<file path="config.mk">
export PLATFORM = sky130hd
export DESIGN_NAME = lds_top
export DESIGN_NICKNAME = d
export VERILOG_FILES = /design/src/rtl/lds_pkg.sv /design/src/rtl/lds_ctrl.sv /design/src/rtl/lds_datapath.sv /design/src/rtl/lds_top.sv
export SDC_FILE = /design/constraint.sdc
export NUM_CORES = 1
export LEC_CHECK = 0
export ABC_CLOCK_PERIOD_IN_PS = 5400
export BUFFER_PORTS_ARGS = -buffer_cell sky130_fd_sc_hd__buf_2
export CORE_MARGIN = 2
export CORE_UTILIZATION = 62
export DETAILED_ROUTE_END_ITERATION = 8
export PLACE_DENSITY = 0.85
export SETUP_SLACK_MARGIN = 0.15
export SLEW_MARGIN = 20
export SYNTH_ARGS = -nofsm -noshare
export SYNTH_HDL_FRONTEND = slang
export SYNTH_HIERARCHICAL = 1
export SYNTH_SLANG_ARGS = --single-unit
</file>
<file path="constraint.sdc">
create_clock -name clk -period 5.4 [get_ports clk]
set_input_delay 0.81 -clock clk [delete_from_list [all_inputs] [get_ports clk]]
set_output_delay 0.81 -clock clk [all_outputs]
set_load 0.01 [all_outputs]
</file>
<file path="src/rtl/lds_pkg.sv">
package lds_pkg;

  typedef struct packed {
    logic clear;
    logic accum;
    logic close;
  } ldsStrobe_t;

  typedef enum logic [1:0] {
    ST_IDLE  = 2'd0,
    ST_RUN   = 2'd1,
    ST_DRAIN = 2'd2
  } ldsState_t;

  function automatic longint pow10(input int e);
    longint r;
    r = 1;
    for (int i = 0; i < e; i++) r = r * 10;
    return r;
  endfunction

endpackage

</file>
<file path="src/rtl/lds_ctrl.sv">
module lds_ctrl
  import lds_pkg::*;
#(
  parameter int WIN_W   = 20,
  parameter int PD_W    = 14,
  parameter int COUNT_W = 20,
  parameter int TIME_W  = 37,
  parameter int MAX_EXP = 6
) (
  input  logic               clk,
  input  logic               rstN,
  input  logic               startPulse,
  input  logic               cfgLog,
  input  logic [PD_W-1:0]    cfgPerDecade,
  input  logic [WIN_W-1:0]   cfgUniWin,
  input  logic [COUNT_W-1:0] cfgMaxOut,
  input  logic [TIME_W-1:0]  cfgDuration,
  input  logic               sampleStrobe,
  input  logic               divBusy,
  output ldsStrobe_t         strb,
  output logic [TIME_W-1:0]  winStart,
  output logic [WIN_W-1:0]   width,
  output logic               traceDone
);

  localparam logic [WIN_W-1:0] WIN_CAP = WIN_W'(pow10(MAX_EXP));

  ldsState_t          state;
  logic               modeLog;
  logic [PD_W-1:0]    perDec;
  logic [COUNT_W-1:0] maxOut;
  logic [TIME_W-1:0]  durLim;
  logic [WIN_W-1:0]   inWin;
  logic [PD_W-1:0]    grp;
  logic [COUNT_W-1:0] outCnt;
  logic [TIME_W-1:0]  rawIdx;

  logic               accepted;
  logic               closeNow;
  logic               lastOut;
  logic               lastRaw;
  logic               groupEnd;
  logic [WIN_W-1:0]   widthTimes10;
  logic [WIN_W-1:0]   nextWidth;

  always_comb begin
    accepted     = sampleStrobe && !startPulse && (state == ST_RUN);
    closeNow     = accepted && (inWin == width - WIN_W'(1));
    lastOut      = (outCnt + COUNT_W'(1)) == maxOut;
    lastRaw      = (rawIdx + TIME_W'(1)) == durLim;
    groupEnd     = (grp == perDec - PD_W'(1));
    widthTimes10 = (width << 3) + (width << 1);
    nextWidth    = (width >= WIN_CAP) ? WIN_CAP : widthTimes10;
    strb         = '0;
    strb.clear   = startPulse;
    strb.close   = closeNow;
    strb.accum   = accepted && !closeNow;
  end

  always_ff @(posedge clk or negedge rstN) begin
    if (!rstN) begin
      state     <= ST_IDLE;
      modeLog   <= 1'b0;
      perDec    <= '0;
      maxOut    <= '0;
      durLim    <= '0;
      width     <= WIN_W'(1);
      inWin     <= '0;
      grp       <= '0;
      outCnt    <= '0;
      rawIdx    <= '0;
      winStart  <= '0;
      traceDone <= 1'b0;
    end else if (startPulse) begin
      state     <= ST_RUN;
      modeLog   <= cfgLog;
      perDec    <= cfgPerDecade;
      maxOut    <= cfgMaxOut;
      durLim    <= cfgDuration;
      width     <= cfgLog ? WIN_W'(1) : cfgUniWin;
      inWin     <= '0;
      grp       <= '0;
      outCnt    <= '0;
      rawIdx    <= '0;
      winStart  <= '0;
      traceDone <= 1'b0;
    end else begin
      traceDone <= 1'b0;
      case (state)
        ST_RUN: begin
          if (accepted) begin
            rawIdx <= rawIdx + TIME_W'(1);
            if (closeNow) begin
              inWin    <= '0;
              winStart <= rawIdx + TIME_W'(1);
              outCnt   <= outCnt + COUNT_W'(1);
              if (modeLog) begin
                if (groupEnd) begin
                  grp   <= '0;
                  width <= nextWidth;
                end else begin
                  grp <= grp + PD_W'(1);
                end
              end
            end else begin
              inWin <= inWin + WIN_W'(1);
            end
            if ((closeNow && lastOut) || lastRaw) state <= ST_DRAIN;
          end
        end
        ST_DRAIN: begin
          if (!divBusy) begin
            traceDone <= 1'b1;
            state     <= ST_IDLE;
          end
        end
        default: ;
      endcase
    end
  end

endmodule

</file>
<file path="src/rtl/lds_datapath.sv">
module lds_datapath
  import lds_pkg::*;
#(
  parameter int DATA_W = 16,
  parameter int WIN_W  = 20,
  parameter int TIME_W = 37
) (
  input  logic              clk,
  input  logic              rstN,
  input  ldsStrobe_t        strb,
  input  logic [DATA_W-1:0] sampleData,
  input  logic [TIME_W-1:0] winStart,
  input  logic [WIN_W-1:0]  width,
  output logic              resValid,
  output logic [DATA_W-1:0] resData,
  output logic [TIME_W-1:0] resStamp,
  output logic              divBusy
);

  localparam int SUM_W  = DATA_W + WIN_W;
  localparam int ITER_W = $clog2(SUM_W);
  localparam logic [ITER_W-1:0] LAST_ITER = ITER_W'(SUM_W - 1);

  logic signed [SUM_W-1:0] acc;
  logic signed [SUM_W-1:0] sampleExt;
  logic signed [SUM_W-1:0] total;
  logic [SUM_W-1:0]        totalU;
  logic [SUM_W-1:0]        mag;
  logic [TIME_W-1:0]       stampNext;

  logic [ITER_W-1:0]       iter;
  logic                    negReg;
  logic [SUM_W-1:0]        quo;
  logic [WIN_W:0]          rem;
  logic [WIN_W-1:0]        divisor;
  logic [TIME_W-1:0]       stampReg;

  logic [WIN_W:0]          shifted;
  logic                    fits;
  logic [WIN_W:0]          remNext;
  logic [SUM_W-1:0]        quoNext;
  logic [DATA_W-1:0]       qFinal;
  logic [DATA_W-1:0]       resNext;

  always_comb begin
    sampleExt = {{WIN_W{sampleData[DATA_W-1]}}, sampleData};
    total     = acc + sampleExt;
    totalU    = total;
    mag       = total[SUM_W-1] ? (~totalU + SUM_W'(1)) : totalU;
    stampNext = winStart + TIME_W'(width >> 1);
  end

  always_comb begin
    shifted = {rem[WIN_W-1:0], quo[SUM_W-1]};
    fits    = shifted >= {1'b0, divisor};
    remNext = fits ? (shifted - {1'b0, divisor}) : shifted;
    quoNext = {quo[SUM_W-2:0], fits};
    qFinal  = quoNext[DATA_W-1:0];
    resNext = negReg ? (~qFinal + DATA_W'(1)) : qFinal;
  end

  always_ff @(posedge clk or negedge rstN) begin
    if (!rstN) begin
      acc      <= '0;
      divBusy  <= 1'b0;
      iter     <= '0;
      negReg   <= 1'b0;
      quo      <= '0;
      rem      <= '0;
      divisor  <= '0;
      stampReg <= '0;
      resValid <= 1'b0;
      resData  <= '0;
      resStamp <= '0;
    end else begin
      resValid <= 1'b0;
      if (strb.clear) begin
        acc     <= '0;
        divBusy <= 1'b0;
      end else begin
        if (divBusy) begin
          rem <= remNext;
          quo <= quoNext;
          if (iter == LAST_ITER) begin
            divBusy  <= 1'b0;
            resValid <= 1'b1;
            resData  <= resNext;
            resStamp <= stampReg;
          end else begin
            iter <= iter + ITER_W'(1);
          end
        end
        if (strb.close) begin
          acc      <= '0;
          divBusy  <= 1'b1;
          iter     <= '0;
          quo      <= mag;
          rem      <= '0;
          divisor  <= width;
          negReg   <= total[SUM_W-1];
          stampReg <= stampNext;
        end else if (strb.accum) begin
          acc <= total;
        end
      end
    end
  end

endmodule

</file>
<file path="src/rtl/lds_top.sv">
module lds_top
  import lds_pkg::*;
#(
  parameter int DATA_W  = 16,
  parameter int WIN_W   = 20,
  parameter int PD_W    = 14,
  parameter int COUNT_W = 20,
  parameter int TIME_W  = 37,
  parameter int MAX_EXP = 6
) (
  input  logic               clk,
  input  logic               rstN,
  input  logic               startPulse,
  input  logic               cfgLog,
  input  logic [PD_W-1:0]    cfgPerDecade,
  input  logic [WIN_W-1:0]   cfgUniWin,
  input  logic [COUNT_W-1:0] cfgMaxOut,
  input  logic [TIME_W-1:0]  cfgDuration,
  input  logic               sampleStrobe,
  input  logic [DATA_W-1:0]  sampleData,
  output logic               resValid,
  output logic [DATA_W-1:0]  resData,
  output logic [TIME_W-1:0]  resStamp,
  output logic               traceDone
);

  ldsStrobe_t        strb;
  logic [TIME_W-1:0] winStart;
  logic [WIN_W-1:0]  width;
  logic              divBusy;

  lds_ctrl #(
    .WIN_W(WIN_W), .PD_W(PD_W), .COUNT_W(COUNT_W),
    .TIME_W(TIME_W), .MAX_EXP(MAX_EXP)
  ) u_ctrl (
    .clk(clk), .rstN(rstN), .startPulse(startPulse), .cfgLog(cfgLog),
    .cfgPerDecade(cfgPerDecade), .cfgUniWin(cfgUniWin), .cfgMaxOut(cfgMaxOut),
    .cfgDuration(cfgDuration), .sampleStrobe(sampleStrobe), .divBusy(divBusy),
    .strb(strb), .winStart(winStart), .width(width), .traceDone(traceDone)
  );

  lds_datapath #(
    .DATA_W(DATA_W), .WIN_W(WIN_W), .TIME_W(TIME_W)
  ) u_dp (
    .clk(clk), .rstN(rstN), .strb(strb), .sampleData(sampleData),
    .winStart(winStart), .width(width), .resValid(resValid),
    .resData(resData), .resStamp(resStamp), .divBusy(divBusy)
  );

endmodule

</file>
==> results.py, run 1 <==
metrics = {
    "run_status": {
        "status": "complete, no violations",
    },
    "critical_path": {
        "worstRegToRegCells": 14,
        "r2r_slack_ps": 650,
        "path_class": "register to register",
        "critPathLaunchType": "register",
        "arrival_ps": 5170,
        "r2r-end": "u_dp/stampReg[31]",
        "r2r_start": "u_ctrl/width[1]",
        "critPathCaptureType": "register",
        "worstPathRequired_ps": 5820,
        "crit_path_max_fanout": 77,
    },
    "routing": {
        "vias": 23650,
        "wl_per_cell_um": 20.38,
        "drc": 0,
        "drt_iter0_drc": 2562,
        "wl_um": 74180,
        "ant_nets": 0,
        "routed_via_density": 6.498,
        "firstDrtPassIters": 6,
    },
    "die": {
        "die_h_um": 213.2,
        "core-area_um2": 43170,
        "initial_utilization_pct": 62.84,
        "num_io_pins": 167,
        "die_area_um2": 45450,
        "rows": 76,
        "die_x_um": 213.2,
    },
    "grt": {
        "grt_pass1_wl_um": 118400,
        "gr-total-overflow": 0,
        "grt_use_total_pct": 32.53,
        "grt_pass1_vias": 22680,
        "antenna_found_initial": 1,
        "grt_max_degree": 167,
    },
    "finish": {
        "drive_above_1_share_pct": 15.49,
        "syn2layout_area_growth_pct": 10.47,
        "design_area_um2": 29970,
        "antenna-diode-count": 0,
        "nets": 3233,
    },
    "synth": {
        "synth_seq_cells": 434,
        "syn_area_per_cell_um2": 9.301,
        "synthCells": 2917,
        "synthArstFlopShare_pct": 100.0,
        "synth.distinct_cells": 100,
        "yosysWarnings": 6,
        "synth_seq_area_share_pct": 40.03,
        "synthFlopType": "dfrtp_1",
        "synth_edf_count": 0,
        "syn_area_um2": 27130,
        "synth_nets": 3132,
    },
    "placement": {
        "post_dp_cell_area_um2": 28430,
        "port_buffers": 166,
        "hpwl_um": 52270,
        "globalplace.congestion": 0.9516,
    },
    "timing": {
        "slew-limit-headroom_pct": 25.02,
        "hold_slack_ps": 265.7,
        "maxClockFrequency_mhz": 210.4,
        "skew_ps": 23.98,
        "rsz0062_at_grt": "false",
        "worst_pin_slew_ps": 1121,
        "hold_violations": 0,
        "min_period_over_period_pct": 88.03,
        "setup-violations-final": 0,
        "report.final.slew_viol_count": 0,
        "tns_ps": 0,
        "period_needed_ps": 4754,
    },
    "pwr": {
        "p_leak_nw": 13.47,
        "max-vdd-ir-drop_uv": 249.4,
        "power_per_cell_area_nw_per_um2": 302.3,
    },
    "clock_tree": {
        "cts_setup_buffers": 0,
        "cts_tree": "done",
        "clock_sinks": 434,
        "ctsResizeCount": 0,
        "cts_buffer_depth": 3,
        "clk_latency_ps": 600,
        "holdBufCountCts": 0,
        "root_buffer": "clkbuf_16",
        "path_clk_slew_ps": 60,
        "htree_levels": 2,
        "numCtsBuffers": 47,
    },
    "flow_run": {
        "cap_violations": 0,
    },
    "hold_path": {
        "min_path_type": "primary input to async pin",
    },
}
-- cells by family after synthesis --
| kind of cell | synth area share [%] |
|---|---|
| adder cells (fa/ha/maj) | 4.861 |
| XOR/XNOR | 10.58 |
| AO/OA/AOI/OAI | 17.52 |
| buffers and inverters | 3.256 |
| flip-flops | 40.03 |
| AND/OR/NAND/NOR | 18.05 |
| multiplexers | 5.700 |
-- state kept, by name, indices dropped and copies added, names as in the netlist, 36 cells and up --
| register | count |
|---|---|
| u_ctrl/rawIdx | 37 |
| u_dp/quo | 36 |
| u_dp/stampReg | 37 |
| u_ctrl/winStart | 37 |
| u_dp/resStamp | 37 |
| u_ctrl/durLim | 37 |
| u_dp/acc | 36 |
-- final cells by class --
cell class | instances | area (um2)
clock buffers | 64 | 1330
clock inverters | 21 | 198.9
fillers | 3221 | 13200
inverters | 67 | 251.5
multi-input cells | 2268 | 15430
flip-flops and latches | 434 | 10860
well taps | 585 | 732.0
repair buffers | 200 | 1165
-- worst max-delay path, stage by stage (launching register included) --
cell and delay [ps]:
dfrtp_1 560, or4_4 610, or3_1 380, or4b_1 480, nand3_1 130, nand3_2 140
a211oi_1 300, nand4b_1 320, nor2_1 250, nor2_1 80, nor2_1 350, nand2_2 240
buf_4 390, nand2_1 180, o21ai_0 120
-- cell usage in the layout, fill, tap and decap left out, drive strengths merged, types with 9 or more instances in the layout --
| cell | synthesis | final |
|---|---|---|
| nand3 | 99 | 99 |
| dfrtp | 433 | 433 |
| a21oi | 211 | 211 |
| mux2 | 124 | 124 |
| a31oi | 16 | 16 |
| nor2 | 194 | 194 |
| or3 | 45 | 45 |
| ha | 99 | 99 |
| nor4 | 26 | 26 |
| nand2b | 21 | 21 |
| or4 | 19 | 19 |
| a21o | 44 | 44 |
| xor2 | 146 | 146 |
| a22o | 37 | 37 |
| o22ai | 22 | 22 |
| o31ai | 25 | 25 |
| and3 | 50 | 50 |
| o21ai | 204 | 204 |
| and4 | 10 | 10 |
| a2111oi | 14 | 14 |
| mux2i | 15 | 15 |
| a211oi | 20 | 20 |
| nor2b | 23 | 23 |
| and2 | 19 | 19 |
| clkbuf | 121 | 64 |
| buf | 26 | 200 |
| a211o | 15 | 15 |
| nor3 | 52 | 52 |
| nor3b | 12 | 12 |
| nand2 | 307 | 307 |
| a22oi | 19 | 19 |
| xnor2 | 162 | 162 |
| or2 | 20 | 20 |
| o21a | 10 | 10 |
| nand4 | 50 | 50 |
| clkinv | 0 | 14 |
| o211ai | 9 | 9 |
| inv | 67 | 68 |
-- synthesized netlist by cell type, drive strengths merged (15+ instances only) --
| library cell | number | area (um2) |
|---|---|---|
| a21oi | 211 | 1071 |
| nor2 | 194 | 728.2 |
| nor4 | 26 | 175.2 |
| mux2i | 15 | 150.1 |
| a22o | 37 | 324.1 |
| a211o | 15 | 131.4 |
| xor2 | 146 | 1294 |
| o31ai | 25 | 192.7 |
| o22ai | 22 | 137.6 |
| nand2b | 21 | 131.4 |
| a21o | 44 | 331.6 |
| or4 | 19 | 150.1 |
| buf | 26 | 167.6 |
| a211oi | 20 | 165.2 |
| mux2 | 124 | 1396 |
| nand4 | 50 | 327.8 |
| and3 | 50 | 312.8 |
| nand3 | 99 | 510.5 |
| o21ai | 204 | 1025 |
| or3 | 45 | 281.5 |
| clkbuf | 121 | 455.4 |
| dfrtp | 433 | 10840 |
| ha | 99 | 1239 |
| a22oi | 19 | 142.6 |
| inv | 67 | 251.5 |
| nand2 | 307 | 1155 |
| and2 | 19 | 118.9 |
| xnor2 | 162 | 1419 |
| nor2b | 23 | 143.9 |
| nor3 | 52 | 276.5 |
| or2 | 20 | 125.1 |
| a31oi | 16 | 100.1 |
-- worst max path at each step --
| stage | cells past startpoint | endpoint | startpoint | slack, ps |
|---|---|---|---|---|
| floorplan | 13 | u_dp/quo[35] | sampleData[0] | 750 |
| global placement | 14 | u_dp/quo[35] | sampleData[0] | 380 |
| detailed placement | 14 | u_dp/quo[35] | sampleData[0] | 320 |
| CTS | 16 | u_dp/stampReg[31] | u_ctrl/width[1] | 570 |
| global route | 16 | u_dp/stampReg[30] | u_ctrl/width[1] | 320 |
| finish | 14 | u_dp/stampReg[31] | u_ctrl/width[1] | 650 |
-- power by group --
| group | switching, W | internal (W) |
|---|---|---|
| logic | 0.00123 | 0.000910 |
| registers | 0.000325 | 0.00339 |
| clock network | 0.00138 | 0.00183 |
| total | 0.00293 | 0.00613 |
-- layer usage --
layer / share of wire, % / GRT usage [%]
met5: 0.024 / 0
met4: 4.2 / 13.63
met3: 7.0 / 4.883
met2: 48 / 53.29
met1: 41 / 43.33
-- metrics by stage --
| stage | instances | utilization (%) | total power [W] | setup slack, ps |
|---|---|---|---|---|
| after detailed placement | 3554 | 65.86 | 0.005845 | 320.2 |
| after global placement | 3554 | 65.86 | 0.005757 | 384.2 |
| after global routing | 3639 | 69.43 | 0.009463 | 315.5 |
| final | 3639 | 69.43 | 0.009062 | 646.2 |
| after CTS | 3639 | 69.40 | 0.009057 | 575.0 |
| after floorplan | 2917 | - | 0.005188 | 754.8 |
(Power assumes the default switching activity.)
==> inputs of run 2 (changes only) <==
--- a/config.mk
+++ b/config.mk
@@ -11,6 +11,7 @@
 export CORE_UTILIZATION = 62
 export DETAILED_ROUTE_END_ITERATION = 8
 export PLACE_DENSITY = 0.85
+export REMOVE_ABC_BUFFERS = 1
 export SETUP_SLACK_MARGIN = 0.15
 export SLEW_MARGIN = 20
 export SYNTH_ARGS = -nofsm -noshare
==> run 2 against run 1 <==
  * Worst hold slack got worse by 14 ps
  * Sequential cell count did not move
  * Clock-buffer cell count fell by 7
  * Design area rose by 0.92%
  * Final cell count rose by 0.30%
  * Highest routed layer is now met4
==> results.py, run 2 (synthesized netlist as in run 1, its figures left out) <==
metrics = {
    "routing": {
        "drt_iter0_drc": 2600,
        "ant_nets": 0,
        "firstDrtPassIters": 6,
        "vias": 23440,
        "wl_per_cell_um": 20.19,
        "drc": 0,
        "routed_via_density": 6.423,
        "wl_um": 73680,
    },
    "timing": {
        "period_needed_ps": 4998,
        "maxClockFrequency_mhz": 200.1,
        "setup-violations-final": 0,
        "rsz0062_at_grt": "false",
        "setup_slack_ps": 402.2,
        "hold_violations": 0,
        "worst_pin_slew_ps": 1199,
        "slew-limit-headroom_pct": 18.97,
        "min_period_over_period_pct": 92.55,
        "skew_ps": 19.27,
        "report.final.slew_viol_count": 0,
        "tns_ps": 0,
    },
    "grt": {
        "grt_pass1_vias": 22900,
        "grt_use_total_pct": 32.41,
        "gr-total-overflow": 0,
        "antenna_found_initial": 0,
        "grt_pass1_wl_um": 118200,
        "grt_max_degree": 123,
    },
    "die": {
        "initial_utilization_pct": 62.84,
        "core-area_um2": 43170,
        "die_x_um": 213.2,
        "num_io_pins": 167,
        "rows": 76,
        "die_h_um": 213.2,
        "die_area_um2": 45450,
    },
    "clock_tree": {
        "path_clk_slew_ps": 60,
        "htree_levels": 2,
        "root_buffer": "clkbuf_16",
        "cts_tree": "done",
        "ctsResizeCount": 0,
        "numCtsBuffers": 47,
        "holdBufCountCts": 0,
        "clk_latency_ps": 590,
        "cts_setup_buffers": 0,
        "clock_sinks": 434,
        "cts_buffer_depth": 3,
    },
    "flow_run": {
        "cap_violations": 0,
    },
    "critical_path": {
        "path_class": "register to register",
        "r2r_slack_ps": 400,
        "critPathLaunchType": "register",
        "crit_path_max_fanout": 66,
        "worstPathRequired_ps": 5870,
        "arrival_ps": 5470,
        "critPathCaptureType": "register",
    },
    "finish": {
        "nets": 3242,
        "antenna-diode-count": 0,
        "fillers": 3252,
        "final_common_cell": "dfrtp_1",
        "drive_above_1_share_pct": 15.89,
        "final_util_pct": 70.07,
        "syn2layout_area_growth_pct": 11.49,
        "final_cell_mix": "dfrtp_1 (433), nand2_1 (305), a21oi_1 (207)",
    },
    "placement": {
        "hpwl_um": 52440,
        "pre_cts_slack_ps": 341.4,
        "globalplace.congestion": 0.9258,
        "port_buffers": 166,
    },
    "pwr": {
        "p_leak_nw": 13.61,
        "max-vdd-ir-drop_uv": 257.7,
        "power.total_w": 0.009548,
        "power_per_cell_area_nw_per_um2": 315.6,
    },
    "run_status": {
        "status": "complete, no violations",
    },
    "hold_path": {
        "min_path_type": "primary input to async pin",
    },
}
-- run 2: cell types whose count changed in the layout (fill, tap and decap cells not counted), sizes merged --
| cell | before | now |
|---|---|---|
| buf | 200 | 209 |
| bufinv | 2 | 12 |
| clkbuf | 64 | 57 |
| clkinv | 14 | 9 |
| clkinvlp | 4 | 5 |
| inv | 68 | 71 |
-- run 2: report_power, final --
group	switching [W]	internal [W]	leakage, nW
Combinational	0.00128	0.000932	7.01
Sequential	0.000264	0.00339	5.75
Clock	0.00141	0.00227	0.853
Total	0.00295	0.00659	13.6
-- run 2: worst max-delay path: stages (launching register included) --
cell and delay, ps:
dfrtp_1 370, buf_4 190, nor4_1 810, nand2_1 340, or4b_1 570, nand3_1 110, nand3_2 140, a211oi_1 290
nand4b_1 230, nor2_1 430, buf_4 250, nor2b_4 160, buf_4 570, mux2_2 400
-- run 2: final cells by class --
| class | count | area, um2 | share of cell area (%) |
|---|---|---|---|
| clock buffers | 57 | 1275 | 4.215 |
| clock inverters | 30 | 493.0 | 1.630 |
| inverters | 67 | 251.5 | 0.8314 |
| multi-input cells | 2268 | 15440 | 51.05 |
| flip-flops and latches | 434 | 10860 | 35.91 |
| well taps | 585 | 732.0 | 2.420 |
| repair buffers | 209 | 1195 | 3.950 |
-- run 2: final timing paths --
check,end,cells after the start,start
setup / recovery,u_dp/stampReg[19],13,u_ctrl/width[12]
hold / removal,u_dp/acc[0],1,rstN
setup reg to reg,u_dp/stampReg[19],13,u_ctrl/width[12]
hold reg to reg,u_dp/stampReg[4],2,u_dp/stampReg[4]
max in group asynchronous,u_ctrl/maxOut[8],2,rstN
min in group clk,u_ctrl/perDec[5],3,cfgPerDecade[5]
-- run 2: per-stage QoR --
stage	cell area, um2	std cells	hold slack (ps)
after floorplan	26500	2769	433.1
after global placement	28460	3563	454.1
after detailed placement	28460	3563	473.9
after CTS	30230	3650	318.8
after global routing	30250	3650	337.3
final	30250	3650	252.1
-- run 2: layer usage --
metal	wire (um)	global-route usage, %
met1	30960	43.26
met2	34960	53.13
met3	4784	4.236
met4	2968	14.32
met5	0	0
